File: src/rtl/rn_admit_pkg.sv
package rn_admit_pkg;

  typedef enum logic [2:0] {
    CAUSE_NONE = 3'd0,
    CAUSE_ROB  = 3'd1,
    CAUSE_IQ   = 3'd2,
    CAUSE_LQ   = 3'd3,
    CAUSE_SQ   = 3'd4,
    CAUSE_REG  = 3'd5
  } full_cause_e;

  localparam int RES_N   = 4;
  localparam int RES_ROB = 0;
  localparam int RES_IQ  = 1;
  localparam int RES_LQ  = 2;
  localparam int RES_SQ  = 3;

  localparam int CTR_N     = 3;
  localparam int CTR_INST  = 0;
  localparam int CTR_LOAD  = 1;
  localparam int CTR_STORE = 2;

endpackage

File: src/rtl/rn_free_calc.sv
module rn_free_calc #(
  parameter int CRED_W = 7,
  parameter int CW     = 11
) (
  input  logic [CRED_W-1:0]    i_credit,
  input  logic signed [CW-1:0] i_inflight,
  input  logic [CRED_W-1:0]    i_ack,
  output logic signed [CW-1:0] o_free
);

  logic signed [CW-1:0] credit_s;
  logic signed [CW-1:0] ack_s;
  logic signed [CW-1:0] pending;

  assign credit_s = $signed(CW'(i_credit));
  assign ack_s    = $signed(CW'(i_ack));
  assign pending  = i_inflight - ack_s;
  assign o_free   = credit_s - pending;

endmodule

File: src/rtl/rn_inflight_ctr.sv
module rn_inflight_ctr #(
  parameter int CW    = 11,
  parameter int INC_W = 3,
  parameter int DEC_W = 7
) (
  input  logic                 clk,
  input  logic                 rst,
  input  logic [INC_W-1:0]     i_inc,
  input  logic [DEC_W-1:0]     i_dec,
  output logic signed [CW-1:0] o_count
);

  always_ff @(posedge clk) begin
    if (rst) begin
      o_count <= '0;
    end else begin
      o_count <= o_count + $signed(CW'(i_inc)) - $signed(CW'(i_dec));
    end
  end

  // no sends and no acknowledgements leave the count alone
  p_hold_r11: assert property (@(posedge clk) disable iff (rst)
    (i_inc == '0 && i_dec == '0) |=> $stable(o_count));

endmodule

File: src/rtl/rn_admit_scan.sv
module rn_admit_scan
  import rn_admit_pkg::*;
#(
  parameter int WIDTH  = 4,
  parameter int AV     = 8,
  parameter int DST_W  = 2,
  parameter int REG_W  = 7,
  parameter int CW     = 11,
  parameter int AVC_W  = 4,
  parameter int SEND_W = 3
) (
  input  logic [AVC_W-1:0]     i_avail,
  input  logic signed [CW-1:0] i_free_lq,
  input  logic signed [CW-1:0] i_free_sq,
  input  logic [REG_W-1:0]     i_free_regs,
  input  logic [AV-1:0]        i_is_load,
  input  logic [AV-1:0]        i_is_store,
  input  logic [AV-1:0]        i_squashed,
  input  logic [AV*DST_W-1:0]  i_dst_cnt,
  output logic [AVC_W-1:0]     o_take,
  output logic [SEND_W-1:0]    o_send,
  output logic [SEND_W-1:0]    o_loads,
  output logic [SEND_W-1:0]    o_stores,
  output logic                 o_reg_stop,
  output full_cause_e          o_cause
);

  always_comb begin
    int take;
    int sent;
    int nld;
    int nst;
    int used;
    int fl;
    int fs;
    int fr;
    int dc;
    logic halt;
    take = 0;
    sent = 0;
    nld  = 0;
    nst  = 0;
    used = 0;
    halt = 1'b0;
    fl   = int'(i_free_lq);
    fs   = int'(i_free_sq);
    fr   = int'(i_free_regs);
    o_reg_stop = 1'b0;
    o_cause    = CAUSE_NONE;
    for (int i = 0; i < AV; i++) begin
      dc = int'(i_dst_cnt[i*DST_W +: DST_W]);
      if (!halt && i < int'(i_avail) && sent < WIDTH) begin
        if (i_squashed[i]) begin
          take = take + 1;
        end else if (i_is_load[i] && (fl - nld) <= 0) begin
          halt    = 1'b1;
          o_cause = CAUSE_LQ;
        end else if (i_is_store[i] && (fs - nst) <= 0) begin
          halt    = 1'b1;
          o_cause = CAUSE_SQ;
        end else if (dc > (fr - used)) begin
          halt       = 1'b1;
          o_reg_stop = 1'b1;
          o_cause    = CAUSE_REG;
        end else begin
          take = take + 1;
          sent = sent + 1;
          used = used + dc;
          if (i_is_load[i])  nld = nld + 1;
          if (i_is_store[i]) nst = nst + 1;
        end
      end else begin
        halt = 1'b1;
      end
    end
    o_take   = AVC_W'(take);
    o_send   = SEND_W'(sent);
    o_loads  = SEND_W'(nld);
    o_stores = SEND_W'(nst);
  end

endmodule

File: src/rtl/rn_admit_limiter.sv
module rn_admit_limiter
  import rn_admit_pkg::*;
#(
  parameter int WIDTH  = 4,
  parameter int AV     = 8,
  parameter int CRED_W = 7,
  parameter int REG_W  = 7,
  parameter int DST_W  = 2
) (
  input  logic                        clk,
  input  logic                        rst,
  input  logic [CRED_W-1:0]           i_rob_credit,
  input  logic [CRED_W-1:0]           i_iq_credit,
  input  logic [CRED_W-1:0]           i_lq_credit,
  input  logic [CRED_W-1:0]           i_sq_credit,
  input  logic [CRED_W-1:0]           i_inst_ack,
  input  logic [CRED_W-1:0]           i_load_ack,
  input  logic [CRED_W-1:0]           i_store_ack,
  input  logic [$clog2(AV+1)-1:0]     i_avail,
  input  logic [AV-1:0]               i_is_load,
  input  logic [AV-1:0]               i_is_store,
  input  logic [AV-1:0]               i_squashed,
  input  logic [AV*DST_W-1:0]         i_dst_cnt,
  input  logic [REG_W-1:0]            i_free_regs,
  output logic [$clog2(AV+1)-1:0]     o_take,
  output logic [$clog2(WIDTH+1)-1:0]  o_send,
  output logic                        o_block,
  output logic [2:0]                  o_cause
);

  localparam int CW     = CRED_W + 4;
  localparam int AVC_W  = $clog2(AV + 1);
  localparam int SEND_W = $clog2(WIDTH + 1);

  // in-flight counters
  logic signed [CW-1:0] cnt_v [CTR_N];
  logic [SEND_W-1:0]    inc_v [CTR_N];
  logic [CRED_W-1:0]    dec_v [CTR_N];
  logic [SEND_W-1:0]    scan_send;
  logic [SEND_W-1:0]    scan_loads;
  logic [SEND_W-1:0]    scan_stores;

  assign inc_v[CTR_INST]  = scan_send;
  assign inc_v[CTR_LOAD]  = scan_loads;
  assign inc_v[CTR_STORE] = scan_stores;
  assign dec_v[CTR_INST]  = i_inst_ack;
  assign dec_v[CTR_LOAD]  = i_load_ack;
  assign dec_v[CTR_STORE] = i_store_ack;

  for (genvar c = 0; c < CTR_N; c++) begin : g_ctr
    rn_inflight_ctr #(
      .CW    (CW),
      .INC_W (SEND_W),
      .DEC_W (CRED_W)
    ) u_ctr (
      .clk     (clk),
      .rst     (rst),
      .i_inc   (inc_v[c]),
      .i_dec   (dec_v[c]),
      .o_count (cnt_v[c])
    );
  end

  // free-space estimates
  logic [CRED_W-1:0]    cred_v [RES_N];
  logic signed [CW-1:0] free_v [RES_N];

  assign cred_v[RES_ROB] = i_rob_credit;
  assign cred_v[RES_IQ]  = i_iq_credit;
  assign cred_v[RES_LQ]  = i_lq_credit;
  assign cred_v[RES_SQ]  = i_sq_credit;

  for (genvar r = 0; r < RES_N; r++) begin : g_free
    localparam int SRC = (r == RES_LQ) ? CTR_LOAD :
                         (r == RES_SQ) ? CTR_STORE : CTR_INST;
    rn_free_calc #(
      .CRED_W (CRED_W),
      .CW     (CW)
    ) u_free (
      .i_credit   (cred_v[r]),
      .i_inflight (cnt_v[SRC]),
      .i_ack      (dec_v[SRC]),
      .o_free     (free_v[r])
    );
  end

  // ROB / IQ limit and clipping of the available count
  logic signed [CW-1:0] lim;
  full_cause_e          lim_src;
  logic signed [CW-1:0] avail_s;
  logic [AVC_W-1:0]     avail_eff;
  logic                 lim_block;
  full_cause_e          lim_cause;

  assign avail_s = $signed(CW'(i_avail));

  always_comb begin
    if (free_v[RES_IQ] < free_v[RES_ROB]) begin
      lim     = free_v[RES_IQ];
      lim_src = CAUSE_IQ;
    end else begin
      lim     = free_v[RES_ROB];
      lim_src = CAUSE_ROB;
    end
  end

  always_comb begin
    avail_eff = i_avail;
    lim_block = 1'b0;
    lim_cause = CAUSE_NONE;
    if (i_avail == '0) begin
      avail_eff = '0;
    end else if (lim <= 0) begin
      avail_eff = '0;
      lim_block = 1'b1;
      lim_cause = lim_src;
    end else if (lim < avail_s) begin
      avail_eff = AVC_W'(lim);
      lim_block = 1'b1;
      lim_cause = lim_src;
    end
  end

  // in-order scan of the window
  logic [AVC_W-1:0] scan_take;
  logic             scan_reg_stop;
  full_cause_e      scan_cause;

  rn_admit_scan #(
    .WIDTH  (WIDTH),
    .AV     (AV),
    .DST_W  (DST_W),
    .REG_W  (REG_W),
    .CW     (CW),
    .AVC_W  (AVC_W),
    .SEND_W (SEND_W)
  ) u_scan (
    .i_avail     (avail_eff),
    .i_free_lq   (free_v[RES_LQ]),
    .i_free_sq   (free_v[RES_SQ]),
    .i_free_regs (i_free_regs),
    .i_is_load   (i_is_load),
    .i_is_store  (i_is_store),
    .i_squashed  (i_squashed),
    .i_dst_cnt   (i_dst_cnt),
    .o_take      (scan_take),
    .o_send      (scan_send),
    .o_loads     (scan_loads),
    .o_stores    (scan_stores),
    .o_reg_stop  (scan_reg_stop),
    .o_cause     (scan_cause)
  );

  // registered results
  always_ff @(posedge clk) begin
    if (rst) begin
      o_take  <= '0;
      o_send  <= '0;
      o_block <= 1'b0;
      o_cause <= CAUSE_NONE;
    end else begin
      o_take  <= scan_take;
      o_send  <= scan_send;
      o_block <= lim_block | scan_reg_stop;
      o_cause <= (scan_cause != CAUSE_NONE) ? scan_cause : lim_cause;
    end
  end

  // no room in ROB/IQ with work waiting blocks with nothing taken
  p_limit_block_r4: assert property (@(posedge clk) disable iff (rst)
    (i_avail != '0 && lim <= 0) |=> (o_block && o_take == '0));

  // an empty queue never blocks and reports no cause
  p_idle_quiet_r12: assert property (@(posedge clk) disable iff (rst)
    (i_avail == '0) |=> (o_take == '0 && !o_block && o_cause == 3'd0));

  // sends never exceed the rename width
  p_width_cap_r6: assert property (@(posedge clk) disable iff (rst)
    o_send <= SEND_W'(WIDTH));

  // squashed entries add to take but never to send
  p_send_in_take_r9: assert property (@(posedge clk) disable iff (rst)
    AVC_W'(o_send) <= o_take);

  // a register shortage always blocks
  p_reg_blocks_r10: assert property (@(posedge clk) disable iff (rst)
    (o_cause == CAUSE_REG) |-> o_block);

endmodule

File: config.mk
export PLATFORM = sky130hd
export DESIGN_NAME = rn_admit_limiter
export DESIGN_NICKNAME = d
export VERILOG_FILES = /design/src/rtl/rn_admit_pkg.sv /design/src/rtl/rn_free_calc.sv /design/src/rtl/rn_inflight_ctr.sv /design/src/rtl/rn_admit_scan.sv /design/src/rtl/rn_admit_limiter.sv
export SDC_FILE = /design/constraint.sdc
export NUM_CORES = 1
export LEC_CHECK = 0
export BUFFER_PORTS_ARGS = -buffer_cell sky130_fd_sc_hd__buf_4
export CORE_MARGIN = 2
export CORE_UTILIZATION = 30
export DETAILED_ROUTE_END_ITERATION = 6
export GPL_TIMING_DRIVEN = 0
export SLEW_MARGIN = 10
export SYNTH_ARGS = -nofsm -noshare
export SYNTH_HDL_FRONTEND = slang
export SYNTH_HIERARCHICAL = 1
export SYNTH_SLANG_ARGS = --single-unit
File: constraint.sdc
create_clock -name clk -period 42.5 [get_ports clk]
set_input_delay 4.25 -clock clk [delete_from_list [all_inputs] [get_ports clk]]
set_output_delay 4.25 -clock clk [all_outputs]
set_load 0.02 [all_outputs]
==> summary.md <==
| Metric | Value |
|---|---|
| Root buf cell | clkbuf_16 |
| Synthesis-to-finish area growth | 12.18% |
| Clk_lat worst skew | 300 ps |
| CTS max path bufs | 2 |
| H-Tree Depth | 2 |
| Routed WL | 49.76 mm |
| Most frequent cells in the layout | 329 x ha_1, 305 x inv_1, 175 x nor2_1 |
| PortBufs | 112 |
| Setup CP Type | in -> reg |
| Antenna violations before repair | 2 |
| CP peak stage delay | 670 ps |
| Core area | 0.05639 mm2 |
| Gpl congestion | 0.8761 |
| Die W | 242.9 um |
| Max Clk Rate | 24.93 MHz |
| Startpoint types | input port |
| Crit Reg-Reg Endpoint | g_ctr[0].u_ctr/o_count[8] |
| GRT Max-Usage Layer | met2 |
| GRT overflow | 0 |
| Min-delay worst type | reg -> reg |
| Worst hold slack | 688.4 ps |
| Ports | 113 |
| Pin count of the biggest net entering global routing | 45 |
| Final setup violation count | 0 |
| Worst Tran Pin Value | 1209 ps |
| Status | finished clean |
| Synth Instances | 2192 |
| M2 GR Usage | 0.2794 |
| Mapped Avg Cell Area | 7.810 um2 |
| CP max stage cell | or4b_2 |
| FF-to-FF path depth | 140 |
| Hpwl dp | 42.32 mm |
| Fin crit share | 0.9439 |
| Max Cap Viol | 0 |
| CTS clock-pin slew for the worst setup and hold paths | 70 ps |
| Layout cell share with drive strength beyond 1 | 0.1220 |
| Worst Hold End | g_ctr[2].u_ctr/o_count[10] |
| Worst EP required | 42690 ps |
| Initial core utilization | 0.3036 |
| Worst slew margin | 0.1885 |
| DRC viols | 0 |
| Slew Viols, Final | 0 |
| Crit. Startpoint | i_rob_credit[1] |
| Die Y | 242.9 um |
| Cts bufs inserted | 5 |
| Clock Sinks | 44 |
| Post-synthesis cell type count | 121 |
| Leading cell type in the layout, fill and taps excluded | ha_1 |
| Hold Vio Cnt, Final | 0 |
| Starting DRT DRC Count | 852 |
| Nets | 2820 |
| Area share of the largest cell type after synthesis | 0.2404 |
| Hold depth | 3 |
| Flop2flop setup slack | 6130 ps |
| DRT antenna net count | 0 |
| Worst Path Arrival | 40310 ps |
| Most used DFF post-synth | dfxtp_1 |
| Met3 Use GR | 0.009730 |
| First-pass GRT wire length | 80.14 mm |
| Worst R2R Start | g_ctr[0].u_ctr/o_count[1] |
| Hold Startpoint | g_ctr[2].u_ctr/o_count[10] |
| Sequential-to-total area share from yosys stat | 0.05145 |
| Ranking of synthesized cells by area | ha_1 24%, fa_1 7.4%, inv_1 6.7% |
| Total Routing Usage GR | 0.1639 |
| Synth area leader | ha_1 |
| CTS tree | yes |
| Number of register bits inferred by synthesis | 44 |
| Die area | 0.05899 mm2 |
| Yosys warns | 6 |
| Post-CTS Hold Buffers | 0 |
| Drt first pass iters | 5 |
| Cell row count | 87 |
| Vias after detailed routing | 16206 |
| Max Clock Skew | 3.265 ps |
| Async S/R FF share, synth | 0 |
| Crit path time final | 40120 ps |
| Post-synth EDFFs | 0 |
| Met1 GRT Util | 0.2253 |
| Vias in the first global route | 15701 |
| Worst Path Max Fanout | 10 |
| Crit end category | flip-flop |
| Routed len/inst | 16.14 um |
| Synthesized area | 0.01712 mm2 |
| Fin Setup TNS | 0 ps |
| Detailed-route vias per instance | 5.255 |
| CP dominant cell by count | ha_1 |
kinds of logic (layout without fill, tap and decap cells):
| group | after synthesis | in the layout | synth area share |
|---|---|---|---|
| compound gates | 446 | 446 | 0.1913 |
| xor+xnor | 146 | 146 | 0.08456 |
| simple gates | 786 | 786 | 0.2551 |
| fa+ha+maj | 392 | 392 | 0.3141 |
| flops | 44 | 44 | 0.05145 |
| buf+inv | 335 | 460 | 0.07520 |
| other cells | 1 | 12 | 0.0002190 |
| mux | 42 | 42 | 0.02799 |
cells in the mapped netlist (all sizes together) (15+ instances only):
cell type	count
nand4b	15
nor2	175
o21ai	88
a211oi	36
or3	21
nor2b	57
dfxtp	44
inv	307
or2	17
and3	17
nand4	23
or4	16
nand3	80
a21oi	95
nand2b	45
nand2	154
fa	63
nor3	50
a2111oi	16
ha	329
mux2	28
nor4b	17
a21o	20
xor2	64
xnor2	82
o21a	27
a31oi	16
nor4	29
routing by layer:
metal  vias up  part of all wire
met5         -           0.00016
met4         2             0.019
met3        43             0.040
met2       342              0.46
met1      7698              0.48
li1       8121                 -
worst max-delay path by stage:
stage	to	slack (ps)	depth (start not counted)
2_1_floorplan	g_ctr[1].u_ctr/o_count[8]	7720	141
4_1_cts	g_ctr[0].u_ctr/o_count[8]	1360	142
5_1_grt	g_ctr[0].u_ctr/o_count[8]	-60	146
6_report	g_ctr[0].u_ctr/o_count[8]	2380	142
3_5_place_dp	g_ctr[0].u_ctr/o_count[8]	1130	142
3_3_place_gp	g_ctr[0].u_ctr/o_count[8]	1760	143
through the flow:
stage | util | setup slack (ps) | area, um2 | cells
finish | 0.3406 | 2385 | 19210 | 3084
global route | 0.3406 | -62.93 | 19200 | 3083
CTS | 0.3389 | 1358 | 19110 | 3078
detailed placement | 0.3360 | 1135 | 18940 | 3070
global placement | 0.3360 | 1756 | 18940 | 3070
floorplan | - | 7723 | 17160 | 2202
worst max-delay path: cells and delay by family:
family,cells,cell delay (ps)
xor gates and xnor gates,1,330
adders and majority gates,22,7470
buffers and inverters,16,1670
and+or+nand+nor,55,13390
muxes,7,2440
AOI/OAI and AO/OA,41,10670
area by class of cell:
cell class | instances | area, um2
multi-input cells | 1823 | 15030
well taps | 756 | 945.9
fillers | 5960 | 37180
plain buffers | 27 | 131.4
clock buffers | 6 | 128.9
inverters | 308 | 1156
clock inverters | 2 | 35.03
flip-flops and latches | 44 | 880.8
diodes | 1 | 2.502
repair buffers | 117 | 890.9
registers in the layout (all words and copies together) (netlist names):
name,cells
g_ctr.u_ctr/o_count,33
o_block,1
o_cause,3
o_send,3
o_take,4
what timing repair did:
item | in CTS | in global routing
buffers inserted | 0 | 5
resized for setup | 0 | 8
endpoints found under the setup margin | 0 | 30
Power is left out: the tool's default activity adds up to more than one toggle a clock period on the data nets, which glitch-free logic cannot reach.
